<file path="config.mk">
export PLATFORM = sky130hd
export DESIGN_NAME = ramp_lane
export DESIGN_NICKNAME = d
export VERILOG_FILES = /design/src/rtl/ramp_lane.sv
export SDC_FILE = /design/constraint.sdc
export NUM_CORES = 1
export LEC_CHECK = 0
export BUFFER_PORTS_ARGS = -buffer_cell sky130_fd_sc_hd__buf_2
export CAP_MARGIN = 20
export CORE_UTILIZATION = 45
export CTS_BUF_LIST = sky130_fd_sc_hd__clkbuf_4 sky130_fd_sc_hd__clkbuf_8 sky130_fd_sc_hd__clkbuf_16
export CTS_CLUSTER_DIAMETER = 60
export DETAILED_ROUTE_END_ITERATION = 8
export GPL_ROUTABILITY_DRIVEN = 0
export PLACE_DENSITY = 0.73
export SLEW_MARGIN = 15
export SYNTH_ARGS = -nofsm -noshare
export SYNTH_HDL_FRONTEND = slang
export SYNTH_SLANG_ARGS = --single-unit
</file>
<file path="constraint.sdc">
create_clock -name clk -period 2.3 [get_ports clk]
set_clock_uncertainty 0.1 [all_clocks]
set_input_delay 0.23 -clock clk [delete_from_list [all_inputs] [get_ports clk]]
set_output_delay 0.23 -clock clk [all_outputs]
set_load 0.005 [all_outputs]
</file>
<file path="src/rtl/ramp_lane.sv">
module ramp_lane #(
  parameter int CONV_W = 14,
  parameter int PAD_W  = 2,
  parameter bit INVERT = 1'b0,
  localparam int HALF_W = CONV_W + PAD_W
) (
  input  logic              clk,
  input  logic              rst_n,
  input  logic              enable,
  input  logic              valid,
  input  logic [HALF_W-1:0] half,
  output logic              locked,
  output logic              errored,
  output logic              miss
);

  localparam logic [CONV_W-1:0] FLIP = INVERT ? {CONV_W{1'b1}} : '0;
  localparam logic [CONV_W-1:0] ONE  = CONV_W'(1);

  logic [CONV_W-1:0] value;
  logic [CONV_W-1:0] expect_q, expect_d;
  logic              lock_q, lock_d;
  logic              err_q, err_d;
  logic              upd_en;

  // pad bits dropped, fixed inversion undone
  assign value = half[HALF_W-1:PAD_W] ^ FLIP;

  assign miss   = enable && valid && lock_q && (value != expect_q);
  assign upd_en = !enable || valid;

  always_comb begin
    lock_d   = lock_q;
    err_d    = err_q;
    expect_d = expect_q;
    if (!enable) begin
      lock_d   = 1'b0;
      err_d    = 1'b0;
      expect_d = '0;
    end else if (valid) begin
      if (!lock_q) begin
        if (value == '0) begin
          lock_d   = 1'b1;
          expect_d = ONE;
        end
      end else begin
        expect_d = expect_q + ONE;
        if (value != expect_q) err_d = 1'b1;
      end
    end
  end

  always_ff @(posedge clk or negedge rst_n) begin
    if (!rst_n) begin
      lock_q   <= 1'b0;
      err_q    <= 1'b0;
      expect_q <= '0;
    end else if (upd_en) begin
      lock_q   <= lock_d;
      err_q    <= err_d;
      expect_q <= expect_d;
    end
  end

  assign locked  = lock_q;
  assign errored = err_q;

  assert_err_needs_lock_R4: assert property (@(posedge clk) disable iff (!rst_n)
    err_q |-> lock_q);

  assert_err_sticky_R4: assert property (@(posedge clk) disable iff (!rst_n)
    (err_q && enable) |=> err_q);

  assert_lock_on_zero_R2: assert property (@(posedge clk) disable iff (!rst_n)
    $rose(lock_q) |-> $past(enable && valid && (value == '0)));

  assert_clear_when_off_R7: assert property (@(posedge clk) disable iff (!rst_n)
    $past(!enable) |-> (!lock_q && !err_q));

  assert_hold_no_valid_R10: assert property (@(posedge clk) disable iff (!rst_n)
    (enable && !valid) |=> $stable(lock_q) && $stable(err_q));

endmodule

</file>
== Word-level counts from Yosys, hierarchy flattened ==
Index checks and enable logic that the tools add are counted.

* Bits in read-only memories: 0
* Bits in writable memories: 0
* Bits in registers: 16
* Memories kept: 0
* Logic and storage cells: 30
* Latch bits: 0
* Output and inout port bits: 3

* Mux-type cells: 12
* Reduce and logical (&&, ||, !) cells: 9
* Order comparisons: 0
* $mul: 0
* Bitwise operators: 0
* Divide/modulo/power cells: 0
* Eq/ne operators: 5
* Add/subtract/negate cells: 1
* Shifts and indexed selects: 0

{| class="wikitable"
|+ Operators with widths
! kind !! count
|-
| two-way mux 14 bit || 4
|-
| adder 14 x 1 -> 14 bit, second input constant || 1
|-
| zero test 14 bit || 1
|-
| != test 14 bit || 1
|-
| two-way mux 1 bit || 8
|-
| != test 2 x 1 -> 1 bit, second input constant || 3
|-
| AND reduction 4 bit || 1
|-
| logical AND 1 bit || 3
|-
| != test 3 x 1 -> 1 bit, second input constant || 1
|-
| AND reduction 3 bit || 1
|-
| AND reduction 2 bit || 1
|-
| zero test 1 bit || 1
|-
| logical OR 1 bit || 1
|}

== Depth between registers and ports, before layout ==
* Depth in word-level cells: 5
* Depth in mapped cells: 5

== Worst setup path after synthesis ==
OpenSTA, ideal clock, no wires.

* Path type: reg-to-reg
* Start point: reg lock_q (netlist: locked)
* End point: reg expect_q[0]
* Stages on the path, launching flop included: 6
* Setup time: 0.120 ns
* Slack: 0.719 ns
* Clock period less this slack: 1.581 ns
* Arrival: 1.361 ns
* Path through: dfrtp_1 > clkbuf_1 > a21boi_1 > buf_4 > a21oi_1 > a31o_2

* Cells in the longest elaborated chain, start to end: 3
* Elaborated cells on any way between the ends: 5

{| class="wikitable"
|+ Ends and longest elaborated chain
! element !! RTL line !! RTL
|-
| start: declaration || 22 || <nowiki>logic lock_q, lock_d;</nowiki>
|-
| start signal: assignment || 59 || <nowiki>lock_q <= lock_d;</nowiki>
|-
| two-way mux 14 bit || 41 || <nowiki>if (!lock_q) begin</nowiki>
|-
| two-way mux 14 bit || 40 || <nowiki>end else if (valid) begin</nowiki>
|-
| two-way mux 14 bit || 36 || <nowiki>if (!enable) begin</nowiki>
|-
| end signal: assignment || 61 || <nowiki>expect_q <= expect_d;</nowiki>
|-
| end: declaration || 21 || <nowiki>logic [CONV_W-1:0] expect_q, expect_d;</nowiki>
|}

Parallel ways exist; a longest one is shown, timed or not. The select of a mux whose other input is x is not followed.
A chain may end at the register's enable or synchronous reset.

== Final worst setup path ==
* Start point: reg expect_q[2]
* End point: out miss

* Cells in the longest elaborated chain, start to end: 2

{| class="wikitable"
|+ Ends and longest elaborated chain
! element !! RTL line !! RTL
|-
| != test 14 bit || 29 || <nowiki>assign miss = enable && valid && lock_q && (value != expect_q);</nowiki>
|-
| logical AND 1 bit || 29 ||
|-
| end: declaration || 14 || <nowiki>output logic miss</nowiki>
|}

Every way passes these cells.

==> metrics.json <==
{
  "path_class": "flip-flop to output port",
  "drc_errors": 0,
  "area_of_the_core_region_um2": 2567,
  "post_cts.repair.setup_buffers": 0,
  "postSynth.topFlopCell": "sky130_fd_sc_hd__dfrtp_1",
  "via_per_inst": 6.315,
  "cp_data_arrival_time_ps": 1680,
  "clock_pin_slew_of_the_registers_on_the_worst_case_setup_and_hold_paths_ps": 100,
  "avgSynthCellArea_um2": 9.320,
  "routed_wire_length_per_instance_um": 16.53,
  "slew_violations": 0,
  "grt_start_max_net_pins": 24,
  "worst-slew-pin-transition_ps": 400.9,
  "cap_viol_max_count": 0,
  "hold_path_class": "primary input to asynchronous set/reset pin",
  "worst-path-max-fanout": 7,
  "tritoncts": "built",
  "cp-start-kind": "flip-flop",
  "initial_utilization_pct": 49.37,
  "cts_resizes": 0,
  "relSlewSlack_pct": 73.22,
  "total_cts_buffers": 3,
  "fin_tns_setup_ps": 0,
  "grt_pass1_vias": 1087,
  "area_growth_syn_to_layout_pct": 13.03,
  "vias": 1162,
  "overflow": 0,
  "postSynth.asyncResetShare_pct": 100.0,
  "fin_hold_ws_ps": 277.4,
  "grt_usage_pct": 21.99,
  "syn_area_um2": 1267,
  "unrepaired_setup_endpoints_after_global_routing": "no",
  "synth-edff-count": 0,
  "fmaxAchievable_mhz": 497.1,
  "antenna_left": 0,
  "p_per_area_nw_per_um2": 387.6,
  "layout_worst_path_cycle_share_pct": 87.47,
  "synth.ff_latch_count": 16,
  "outcome": "finished, final reports clean",
  "synthCells": 136,
  "clock_insertion_delay_worst_skew_ps": 290,
  "placement_rows": 18,
  "ys_seq_area_share_pct": 31.59,
  "final_nets": 176,
  "finalWorstPathRequiredPeriod_ps": 2012,
  "layout-drive-gt1-share_pct": 22.73,
  "vdd.ir_drop.worst_v": 0.0002648,
  "dr.pass1.iters": 4,
  "chip_height_um": 55.07,
  "syn-num-nets": 157,
  "tritoncts_num_sinks": 16,
  "antenna_cells_inserted": 0,
  "die_x_um": 55.07,
  "hold_violations": 0,
  "num_ports": 23,
  "worst_ep_required_time_ps": 1970,
  "antenna_found_initial": 0,
  "clock_tree.htree_level_count": 1,
  "cts_hold_buffers": 1,
  "dr.first_iter.drc_count": 26,
  "finalPower_mw": 0.5553,
  "layout.filler_cells": 244,
  "postRouteWirelength_um": 3041,
  "post-route-util_pct": 55.80,
  "leakage_nw": 0.5166,
  "placement.io_buffers": 20,
  "synth-warning-count": 0,
  "half_perimeter_wire_length_of_the_detailed_placement_result_um": 2190,
  "library_cell_used_as_clock_root_buffer": "sky130_fd_sc_hd__clkbuf_4",
  "grt_pass1_wl_um": 4705,
  "setup_violations": 0,
  "synth_cell_type_count": 33,
  "clk_path_buf_depth": 2,
  "worstSetupEndpointType": "output port",
  "dieArea_um2": 3033
}
==> stage by stage <==
step / cell area, um2 / cells / setup slack [ps]
finish: 1433 / 184 / 288.2
global route: 1433 / 184 / 207.2
CTS: 1433 / 184 / 282.1
detailed placement: 1386 / 179 / 274.0
global placement: 1386 / 179 / 357.9
floorplan: 1267 / 136 / 719.1
==> placed cells by master (no fill, tap or decap), drive strengths merged, types with 5 or more instances in the layout <==
cell    netlist  routed
a21oi         5       5
buf           3      24
dfrtp        16      16
inv          12      12
mux2i        10      10
nand2         7       7
nand3         8       8
nand4         6       6
o211ai       21      21
xnor2        14      14
==> worst max-delay path, cell delays in order, from the launching register on <==
cell                      delay [ps]
sky130_fd_sc_hd__dfrtp_1         480
sky130_fd_sc_hd__xnor2_1         220
sky130_fd_sc_hd__nand4_1         110
sky130_fd_sc_hd__nor4_1          370
sky130_fd_sc_hd__nor2_1           70
sky130_fd_sc_hd__buf_2           130
==> sequential cells by signal (all words and copies together), names as in the netlist <==
register	flops
locked	1
errored	1
expect_q	14
==> report_power, final <==
| part | switching (mW) | leakage, nW | internal [mW] | total [mW] |
|---|---|---|---|---|
| combinational | 0.0437 | 0.274 | 0.0344 | 0.0782 |
| clock | 0.0943 | 0.0210 | 0.0965 | 0.191 |
| sequential | 0.00375 | 0.222 | 0.283 | 0.286 |
==> logic make-up after synthesis <==
family / count (synthesis) / synth area share (%)
buffers and inverters: 23 / 7.404
AND/OR/NAND/NOR: 33 / 19.25
adder cells (fa/ha/maj): 1 / 0.9870
XOR/XNOR: 14 / 9.674
AO/OA/AOI/OAI: 39 / 23.20
flip-flops: 16 / 31.59
multiplexers: 10 / 7.898
==> synth_stat cells, drive strengths merged (2+ instances only) <==
master / instances / share of area (%)
clkbuf: 8 / 2.5
a211oi: 3 / 1.8
nand3: 8 / 3.2
a21oi: 5 / 2.0
xnor2: 14 / 9.7
nand4: 6 / 4.1
a2111oi: 2 / 2.4
inv: 12 / 3.6
and4: 2 / 1.4
buf: 3 / 1.4
nor4: 3 / 3.9
nand2: 7 / 2.1
dfrtp: 16 / 32
mux2i: 10 / 7.9
a21boi: 3 / 1.8
o21ai: 2 / 0.79
o211ai: 21 / 12
==> metal layers <==
layer	wire (um)	track usage (%)
met1	1353	25.54
met2	1480	40.36
met3	179	3.005
met4	28	8.333
met5	0	0
==> area by class of cell <==
class / instances / area, um2 / share of cell area, %
Clock buffer: 4 / 36.28 / 2.533
Inverter: 12 / 45.04 / 3.144
Multi-Input combinational cell: 97 / 773.2 / 53.97
Sequential cell: 16 / 400.4 / 27.95
Tap cell: 30 / 37.54 / 2.620
Timing Repair Buffer: 25 / 140.1 / 9.782
==> worst paths after layout <==
kind	startpoint	end	slack, ps	cells after the start
setup reg to reg	expect_q[2]	expect_q[13]	400	4
setup / recovery	expect_q[2]	miss	290	5
hold / removal	rst_n	expect_q[2]	280	2
hold reg to reg	errored	errored	400	2
max in group asynchronous	rst_n	expect_q[11]	1540	2
min in group clk	enable	errored	280	3
(Power assumes the default switching activity.)
